**config.mk**
```make
export PLATFORM = sky130hd
export DESIGN_NAME = ptr_store_unit
export DESIGN_NICKNAME = d
export VERILOG_FILES = /design/src/rtl/pstore_pkg.sv /design/src/rtl/pstore_decode.sv /design/src/rtl/pstore_agen.sv /design/src/rtl/pstore_seq.sv /design/src/rtl/ptr_store_unit.sv
export SDC_FILE = /design/constraint.sdc
export NUM_CORES = 1
export LEC_CHECK = 0
export BUFFER_PORTS_ARGS = -buffer_cell sky130_fd_sc_hd__buf_4
export CAP_MARGIN = 40
export CORE_ASPECT_RATIO = 0.6
export CORE_MARGIN = 5
export CORE_UTILIZATION = 46
export CTS_CLUSTER_DIAMETER = 40
export DETAILED_ROUTE_END_ITERATION = 8
export PLACE_DENSITY = 0.71
export RECOVER_POWER = 50
export SKIP_CTS_REPAIR_TIMING = 1
export SYNTH_ARGS = -nofsm -noshare
export SYNTH_HDL_FRONTEND = slang
export SYNTH_SLANG_ARGS = --single-unit
export TNS_END_PERCENT = 100
```
**constraint.sdc**
```tcl
create_clock -name clk -period 9.5 [get_ports clk]
set_clock_uncertainty 0.15 [all_clocks]
set_input_delay 1.9 -clock clk [delete_from_list [all_inputs] [get_ports clk]]
set_output_delay 1.9 -clock clk [all_outputs]
set_load 0.01 [all_outputs]
```
**src/rtl/pstore_pkg.sv**
```systemverilog
package pstore_pkg;
  localparam int OP_W   = 16;
  localparam int PTR_W  = 16;
  localparam int EXT_W  = 8;
  localparam int FULL_W = PTR_W + EXT_W;
  localparam int DAT_W  = 8;
  localparam int RIX_W  = 5;
  localparam int DSP_W  = 6;

  typedef enum logic [1:0] {
    FM_PLAIN   = 2'd0,
    FM_POSTINC = 2'd1,
    FM_PREDEC  = 2'd2,
    FM_DISP    = 2'd3
  } form_e;

  typedef enum logic [1:0] {
    AM_BYTE   = 2'd0,
    AM_LINEAR = 2'd1,
    AM_WIDE   = 2'd2,
    AM_SPARE  = 2'd3
  } amode_e;

  typedef struct packed {
    logic [FULL_W-1:0] addr;
    logic [DAT_W-1:0]  data;
    logic              ptr_upd;
    logic              ext_upd;
    logic [PTR_W-1:0]  z_nx;
    logic [EXT_W-1:0]  e_nx;
    logic              undef;
  } result_t;
endpackage

```
**src/rtl/pstore_decode.sv**
```systemverilog
module pstore_decode
  import pstore_pkg::*;
#(
  parameter int OPW = OP_W,
  parameter int RIW = RIX_W,
  parameter int QW  = DSP_W
) (
  input  logic [OPW-1:0] op,
  input  logic           fast,
  output logic           hit,
  output form_e          form,
  output logic [RIW-1:0] ridx,
  output logic [QW-1:0]  q,
  output logic           undef,
  output logic           long_op
);
  logic is_post, is_pre, is_disp;

  assign is_post = (op & 16'hFE0F) == 16'h9201;
  assign is_pre  = (op & 16'hFE0F) == 16'h9202;
  assign is_disp = (op & 16'hD208) == 16'h8200;

  assign q    = {op[13], op[11:10], op[2:0]};
  assign ridx = op[8:4];
  assign hit  = is_post | is_pre | is_disp;

  always_comb begin
    if (is_post)      form = FM_POSTINC;
    else if (is_pre)  form = FM_PREDEC;
    else if (q == '0) form = FM_PLAIN;
    else              form = FM_DISP;
  end

  // r30/r31 are the two halves of the pointer itself
  assign undef   = (is_post | is_pre) && (ridx[RIW-1:1] == '1);
  assign long_op = hit && (!fast || form == FM_PREDEC || form == FM_DISP);
endmodule

```
**src/rtl/pstore_agen.sv**
```systemverilog
module pstore_agen
  import pstore_pkg::*;
#(
  parameter int PW = PTR_W,
  parameter int EW = EXT_W,
  parameter int QW = DSP_W,
  parameter int DW = DAT_W
) (
  input  form_e         form,
  input  logic [QW-1:0] q,
  input  logic [PW-1:0] z,
  input  logic [EW-1:0] ext,
  input  logic [1:0]    mode,
  input  logic [DW-1:0] rdata,
  input  logic          undef,
  output result_t       res
);
  localparam int FW = PW + EW;
  localparam int BW = 8;

  logic [FW-1:0] base, a_off, p_off, a_sum, p_sum, mask;

  always_comb begin
    case (amode_e'(mode))
      AM_BYTE: begin
        base = {{(FW-BW){1'b0}}, z[BW-1:0]};
        mask = {{(FW-BW){1'b0}}, {BW{1'b1}}};
      end
      AM_WIDE: begin
        base = {ext, z};
        mask = '1;
      end
      default: begin
        base = {{EW{1'b0}}, z};
        mask = {{EW{1'b0}}, {PW{1'b1}}};
      end
    endcase
  end

  always_comb begin
    case (form)
      FM_POSTINC: begin a_off = '0; p_off = FW'(1); end
      FM_PREDEC:  begin a_off = '1; p_off = '1;     end
      default:    begin a_off = FW'(q); p_off = '0; end
    endcase
  end

  assign a_sum = base + a_off;
  assign p_sum = base + p_off;

  always_comb begin
    res.addr    = a_sum & mask;
    res.data    = rdata;
    res.ptr_upd = (form == FM_POSTINC) || (form == FM_PREDEC);
    res.ext_upd = res.ptr_upd && (amode_e'(mode) == AM_WIDE);
    res.z_nx    = (amode_e'(mode) == AM_BYTE) ? {z[PW-1:BW], p_sum[BW-1:0]}
                                              : p_sum[PW-1:0];
    res.e_nx    = p_sum[FW-1:PW];
    res.undef   = undef;
  end
endmodule

```
**src/rtl/pstore_seq.sv**
```systemverilog
module pstore_seq (
  input  logic clk,
  input  logic rst_n,
  input  logic in_valid,
  input  logic hit,
  input  logic long_op,
  output logic in_ready,
  output logic load,
  output logic fire
);
  logic wait_q;

  assign in_ready = !wait_q;
  assign load     = in_valid && in_ready;

  always_ff @(posedge clk) begin
    if (!rst_n) begin
      wait_q <= 1'b0;
      fire   <= 1'b0;
    end else begin
      wait_q <= load && hit && long_op;
      fire   <= (load && hit && !long_op) || wait_q;
    end
  end
endmodule

```
**src/rtl/ptr_store_unit.sv**
```systemverilog
module ptr_store_unit
  import pstore_pkg::*;
(
  input  logic              clk,
  input  logic              rst_n,
  input  logic              in_valid,
  output logic              in_ready,
  input  logic [OP_W-1:0]   in_opcode,
  input  logic [PTR_W-1:0]  z_cur,
  input  logic [EXT_W-1:0]  ext_cur,
  input  logic [1:0]        mode,
  input  logic              fast,
  output logic [RIX_W-1:0]  rf_sel,
  input  logic [DAT_W-1:0]  rf_rdata,
  output logic              st_we,
  output logic [FULL_W-1:0] st_addr,
  output logic [DAT_W-1:0]  st_data,
  output logic              z_we,
  output logic [PTR_W-1:0]  z_new,
  output logic              ext_we,
  output logic [EXT_W-1:0]  ext_new,
  output logic              pc_adv,
  output logic              undef_combo
);
  logic             hit, undef, long_op, load, fire;
  form_e            form;
  logic [DSP_W-1:0] q;
  result_t          res_d, res_q;

  pstore_decode u_dec (
    .op(in_opcode), .fast(fast), .hit(hit), .form(form),
    .ridx(rf_sel), .q(q), .undef(undef), .long_op(long_op)
  );

  pstore_agen u_agen (
    .form(form), .q(q), .z(z_cur), .ext(ext_cur), .mode(mode),
    .rdata(rf_rdata), .undef(undef), .res(res_d)
  );

  pstore_seq u_seq (
    .clk(clk), .rst_n(rst_n), .in_valid(in_valid), .hit(hit),
    .long_op(long_op), .in_ready(in_ready), .load(load), .fire(fire)
  );

  always_ff @(posedge clk) begin
    if (!rst_n)    res_q <= '0;
    else if (load) res_q <= res_d;
  end

  assign st_we       = fire;
  assign pc_adv      = fire;
  assign st_addr     = res_q.addr;
  assign st_data     = res_q.data;
  assign z_we        = fire && res_q.ptr_upd;
  assign z_new       = res_q.z_nx;
  assign ext_we      = fire && res_q.ext_upd;
  assign ext_new     = res_q.e_nx;
  assign undef_combo = fire && res_q.undef;
endmodule

```
==> out/qor.csv, run 1 <==
metric,value,unit
run_status,finished clean,
slew_viol_final,0,
ant_nets,0,
first_iter_violations,325,
clock_insertion_delay_worst_skew,330,ps
io-pin-count,121,
achievable-frequency,161.0,MHz
hold_class,register to register,
most-common-layout-cells,"96 x sky130_fd_sc_hd__nand2_1, 64 x sky130_fd_sc_hd__buf_4, 61 x sky130_fd_sc_hd__dfxtp_1",
ys_seq_area_share,25.40,%
firstDrtPassIters,5,
htree_levels,3,
critPathCaptureType,register,
timing.critical_path.from_type,primary input,
tritoncts,yes,
drv.max_cap_violation_count,0,
tightestPinTransition,1136,ps
totalNegativeSetupSlack,0,ps
grt_max_degree,45,
timing.critical_path.arrival,6280,ps
min_delay_path_depth,2,
clkSlewWorstSetupHoldPaths,50,ps
number_of_enable_flip_flop_cells_after_synthesis,0,
asyncSetResetFlopFracSynth,0,%
cts.path.max_buffers,2,
clock_sink_count,61,
slew-limit-headroom,24.26,%
syn2layout_area_growth,10.59,%
totalPowerFinal,0.0007427,W
synth_seq_cells,61,
insertedDiodeCount,0,
wire_per_inst,17.66,um
routabilityCongestion,0.9042,
grt_first_pass_wirelength,21890,um
timing.final.setup_violations,0,
cts-buffers-inserted,9,
ff2ff_path_depth,5,
core_area,10020,um^2
nNetsFinal,736,
vias,4446,
place.detailed.hpwl,10730,um
die_height,89.19,um
min_period_over_period,65.39,%
netlist_area,4807,um^2
cell_internal_pwr,0.0005365,W
post-place-cells,773,
placement_rows,28,
top_cell_type_s_share_of_synthesized_area,25.40,%
grt_antenna_before_repair,0,
clock_tree.root_cell,sky130_fd_sc_hd__clkbuf_16,
overflow,0,
initial_utilization,47.98,%
fill_cells,1024,
share_of_final_layout_standard_cells_stronger_than_drive_strength_1,14.37,%
via_count_of_the_first_global_routing_pass,4326,
routed_via_density,5.635,
netSwitchingFraction,27.77,%
most_common_cell_after_layout_fill_and_taps_aside,sky130_fd_sc_hd__nand2_1,
cp_data_required_time,9570,ps
multiInputGateArea,2904,um^2
p_leak,2.216,nW
route.detailed.drc,0,
finish.cell_count_without_fillers,789,
critical_path.max_fanout,8,
ff_latch_area,1221,um^2
ys_types,59,
report.final.hold_viol_count,0,
synth_area_leaders,"sky130_fd_sc_hd__dfxtp_1 25%, sky130_fd_sc_hd__buf_4 10%, sky130_fd_sc_hd__ha_1 8.1%",
syn_nets,701,
power.share.combinational,18.9,%
synthesis.area_per_instance,7.829,um^2
power.density,139.7,nW/um^2
postRouteWirelength,13940,um
ys_dominant_reg_cell,sky130_fd_sc_hd__dfxtp_1,
rsz0062_at_grt,no,
library_cell_with_the_largest_summed_area_after_synthesis,sky130_fd_sc_hd__dfxtp_1,
yosysWarnings,0,
postSynthCellCount,614,
power_switching,0.0002062,W
worst_ir_drop_vdd,0.09325,mV
placement.io_buffers,118,
finish.utilization,53.06,%
worst-setup-path-type,primary input to register,
holdWs,299.9,ps
seq_power_share,37.4,%
fp.dieArea,12660,um^2
die_w,142.0,um
grtUsageTotal,22.01,%
final.min_clock_period,6212,ps
share_clk_of_total_power,43.6,%
-- path summary, 6_finish.rpt --
check | from | to | slack [ps]
worst min register to register | st_addr[23] | st_addr[23] | 300
worst max-delay path | in_opcode[14] | st_addr[14] | 3290
worst max register to register | u_seq.wait_q | z_new[4] | 7200
worst min-delay path | st_addr[23] | st_addr[23] | 300
-- cells by family (layout without fill, tap and decap cells) --
logic type / after synthesis / in the layout / share of synthesized area [%]
and+or+nand+nor: 212 / 212 / 21.55
AOI/OAI and AO/OA: 161 / 161 / 22.31
buffers and inverters: 106 / 146 / 14.24
DFF: 61 / 61 / 25.40
xor gates and xnor gates: 36 / 36 / 6.559
adders and majority gates: 33 / 33 / 8.902
muxes: 5 / 5 / 1.041
-- state kept, by name (all words and copies together) (netlist names) --
name	cells
u_seq.fire	1
st_addr	24
u_seq.wait_q	1
ext_new	8
res_q	3
st_data	8
z_new	16
-- cell type report --
type,instances,share of cell area (%)
inverters,8,0.5648
clock buffers,12,4.636
repair buffers,122,13.13
multi-input cells,447,54.62
well taps,135,3.177
clock inverters,4,0.8943
flip-flops and latches,61,22.97
-- layer usage --
layer | vias to the layer above | GRT usage [%] | share of wire [%]
li1 | 2153 | - | -
met1 | 2075 | 32.12 | 50
met2 | 198 | 32.63 | 40
met3 | 20 | 5.452 | 8.9
met4 | 0 | 5.314 | 1.1
met5 | - | 0 | 0
-- cells in the mapped netlist, types with 3 or more instances --
library cell	instances
sky130_fd_sc_hd__a211oi_1	7
sky130_fd_sc_hd__a21boi_0	17
sky130_fd_sc_hd__a21o_1	6
sky130_fd_sc_hd__a21oi_1	38
sky130_fd_sc_hd__a22o_1	3
sky130_fd_sc_hd__a31oi_1	5
sky130_fd_sc_hd__a32o_1	3
sky130_fd_sc_hd__and2_1	24
sky130_fd_sc_hd__and3_1	3
sky130_fd_sc_hd__buf_2	4
sky130_fd_sc_hd__buf_4	65
sky130_fd_sc_hd__buf_6	5
sky130_fd_sc_hd__clkbuf_1	24
sky130_fd_sc_hd__dfxtp_1	61
sky130_fd_sc_hd__ha_1	31
sky130_fd_sc_hd__inv_1	8
sky130_fd_sc_hd__mux2i_1	5
sky130_fd_sc_hd__nand2_1	96
sky130_fd_sc_hd__nand3_1	12
sky130_fd_sc_hd__nand4_1	9
sky130_fd_sc_hd__nor2_1	34
sky130_fd_sc_hd__nor2b_1	7
sky130_fd_sc_hd__nor3_1	7
sky130_fd_sc_hd__o211a_1	6
sky130_fd_sc_hd__o21ai_0	41
sky130_fd_sc_hd__o21ai_1	5
sky130_fd_sc_hd__o21bai_1	4
sky130_fd_sc_hd__o31ai_1	4
sky130_fd_sc_hd__or3_1	4
sky130_fd_sc_hd__or4_1	3
sky130_fd_sc_hd__xnor2_1	22
sky130_fd_sc_hd__xor2_1	14
-- power groups by stage --
stage / Combinational [W] / Sequential [W] / Clock, W
2_1_floorplan: 0.000109 / 0.000281 / 0
3_3_place_gp: 0.000146 / 0.000283 / 0
3_5_place_dp: 0.000149 / 0.000284 / 0
4_1_cts: 0.000150 / 0.000278 / 0.000330
5_1_grt: 0.000154 / 0.000280 / 0.000342
6_report: 0.000140 / 0.000278 / 0.000324
-- critical path: stages --
cell and delay, ps:
sky130_fd_sc_hd__buf_4 110, sky130_fd_sc_hd__nor4bb_1 490, sky130_fd_sc_hd__nand2_1 180, sky130_fd_sc_hd__a211o_1 350, sky130_fd_sc_hd__ha_1 450, sky130_fd_sc_hd__inv_1 120
sky130_fd_sc_hd__nand2_1 160, sky130_fd_sc_hd__nand2_1 80, sky130_fd_sc_hd__ha_1 220, sky130_fd_sc_hd__fa_1 440, sky130_fd_sc_hd__a211oi_1 280, sky130_fd_sc_hd__o21ai_1 140
sky130_fd_sc_hd__a31oi_1 550, sky130_fd_sc_hd__nor2_1 190, sky130_fd_sc_hd__or3_1 360, sky130_fd_sc_hd__a32o_1 260
-- through the flow --
stage	instance area (um^2)	setup WS [ps]
3_5_place_dp	5240	3056
3_3_place_gp	5240	3147
4_1_cts	5534	3362
2_1_floorplan	4807	3709
5_1_grt	5316	2910
6_report	5316	3288
No activity file was read; power rests on OpenSTA's default activity.
==> run 2, diff against run 1 <==
Settings changed: PLACE_DENSITY 0.71 to 0.73.
Clock period 9.5 ns to 5.5 ns, I/O delays scaled along.
==> out/qor.csv, run 2 (same netlist as run 1, synthesis figures left out) <==
metric,value,unit,change
ant_nets,0,,unchanged
wire_per_inst,17.73,um,was 17.66 um
finish.utilization,53.50,%,was 53.06%
timing.final.setup_violations,0,,unchanged
nNetsFinal,741,,was 736
io-pin-count,121,,unchanged
insertedDiodeCount,0,,unchanged
placement.io_buffers,118,,unchanged
timing.critical_path.from_type,primary input,,unchanged
die_height,89.19,um,unchanged
syn2layout_area_growth,11.50,%,was 10.59%
timing.critical_path.arrival,5140,ps,was 6280 ps
cp_data_required_time,5580,ps,was 9570 ps
holdWs,293.7,ps,was 299.9 ps
tritoncts,yes,,unchanged
final.min_clock_period,5055,ps,
fp.dieArea,12660,um^2,unchanged
finish.cell_count_without_fillers,793,,was 789
placement_rows,28,,unchanged
p_leak,2.245,nW,was 2.216 nW
overflow,0,,unchanged
grtUsageTotal,22.12,%,was 22.01%
report.final.hold_viol_count,0,,unchanged
grt_first_pass_wirelength,21770,um,was 21890 um
power.density,242.7,nW/um^2,was 139.7 nW/um^2
htree_levels,3,,unchanged
most-common-layout-cells,"96 x sky130_fd_sc_hd__nand2_1, 69 x sky130_fd_sc_hd__buf_4, 61 x sky130_fd_sc_hd__dfxtp_1",,"was 96 x sky130_fd_sc_hd__nand2_1, 64 x sky130_fd_sc_hd__buf_4, 61 x sky130_fd_sc_hd__dfxtp_1"
achievable-frequency,197.8,MHz,
via_count_of_the_first_global_routing_pass,4127,,was 4326
clock_tree.root_cell,sky130_fd_sc_hd__clkbuf_16,,unchanged
firstDrtPassIters,5,,unchanged
first_iter_violations,287,,was 325
critPathCaptureType,register,,unchanged
slew-limit-headroom,25.00,%,was 24.26%
worst-setup-path-type,primary input to register,,unchanged
drv.max_cap_violation_count,0,,unchanged
place.detailed.hpwl,10950,um,was 10730 um
core_area,10020,um^2,unchanged
totalNegativeSetupSlack,0,ps,unchanged
routed_via_density,5.613,,was 5.635
post-place-cells,778,,was 773
tightestPinTransition,1125,ps,was 1136 ps
worst_ir_drop_vdd,0.1558,mV,was 0.09325 mV
critical_path.max_fanout,8,,unchanged
totalPowerFinal,0.001301,W,was 0.0007427 W
largest_register_ffs,24,,unchanged
fill_cells,1004,,was 1024
routabilityCongestion,0.9448,,was 0.9042
slew_viol_final,0,,unchanged
most_common_cell_after_layout_fill_and_taps_aside,sky130_fd_sc_hd__nand2_1,,unchanged
hold_class,register to register,,unchanged
postRouteWirelength,14060,um,was 13940 um
initial_utilization,47.98,%,unchanged
grt_max_degree,45,,unchanged
route.detailed.drc,0,,unchanged
run_status,finished clean,,unchanged
clock_insertion_delay_worst_skew,340,ps,was 330 ps
min_period_over_period,91.91,%,
clock_sink_count,61,,unchanged
cts.path.max_buffers,2,,unchanged
cts-buffers-inserted,9,,unchanged
share_of_final_layout_standard_cells_stronger_than_drive_strength_1,15.20,%,was 14.37%
vias,4451,,was 4446
die_w,142.0,um,unchanged
clkSlewWorstSetupHoldPaths,60,ps,was 50 ps
grt_antenna_before_repair,0,,unchanged
rsz0062_at_grt,no,,unchanged
## run 2: per-stage QoR
| step | setup WS, ps | area (um^2) |
|---|---|---|
| 6_report | 445.2 | 5360 |
| 5_1_grt | 266.4 | 5360 |
| 4_1_cts | 529.5 | 5578 |
| 3_5_place_dp | 180.4 | 5278 |
| 3_3_place_gp | 306.5 | 5270 |
| 2_1_floorplan | 509.4 | 4807 |
## run 2: per-layer routing
layer,track usage (%),vias up,part of all wire (%)
li1,-,2159,-
met3,6.146,15,9.3
met1,32.43,2096,50
met2,31.47,181,40
met4,6.446,0,1.0
met5,0,-,0
## run 2: area by class of cell
class                      instances  area [um^2]  area share (%)
sequential                        61         1221           22.78
tap                              135        168.9           3.151
clock buffer                      11        252.7           4.715
inverter                           8        30.03          0.5602
multi-input combinational        447         2904           54.18
timing repair buffer             127        735.7           13.73
clock inverter                     4        47.55          0.8870
## run 2: critical path: stages
cell                       delay, ps
sky130_fd_sc_hd__buf_4           110
sky130_fd_sc_hd__or4_1           610
sky130_fd_sc_hd__a211o_1         330
sky130_fd_sc_hd__ha_1            420
sky130_fd_sc_hd__inv_1           110
sky130_fd_sc_hd__nand2_1         160
sky130_fd_sc_hd__nand2_1          90
sky130_fd_sc_hd__ha_1            230
sky130_fd_sc_hd__fa_1            430
sky130_fd_sc_hd__a211oi_1        270
sky130_fd_sc_hd__o21ai_1         140
sky130_fd_sc_hd__a31oi_1         380
sky130_fd_sc_hd__nor2_1          160
sky130_fd_sc_hd__or3_1           340
sky130_fd_sc_hd__a32o_1          250
## run 2: path summary, 6_finish.rpt
kind	startpoint	endpoint	cells past startpoint	slack, ps
setup / recovery	in_opcode[2]	st_addr[14]	15	450
hold / removal	st_addr[22]	st_addr[22]	2	290
setup reg to reg	u_seq.wait_q	z_new[4]	5	3240
hold reg to reg	st_addr[22]	st_addr[22]	2	290
## run 2: report_power, final
part	switching, W	internal, W
sequential	0.0000137	0.000467
combinational	0.000144	0.000100
clock	0.000206	0.000371
total	0.000363	0.000937
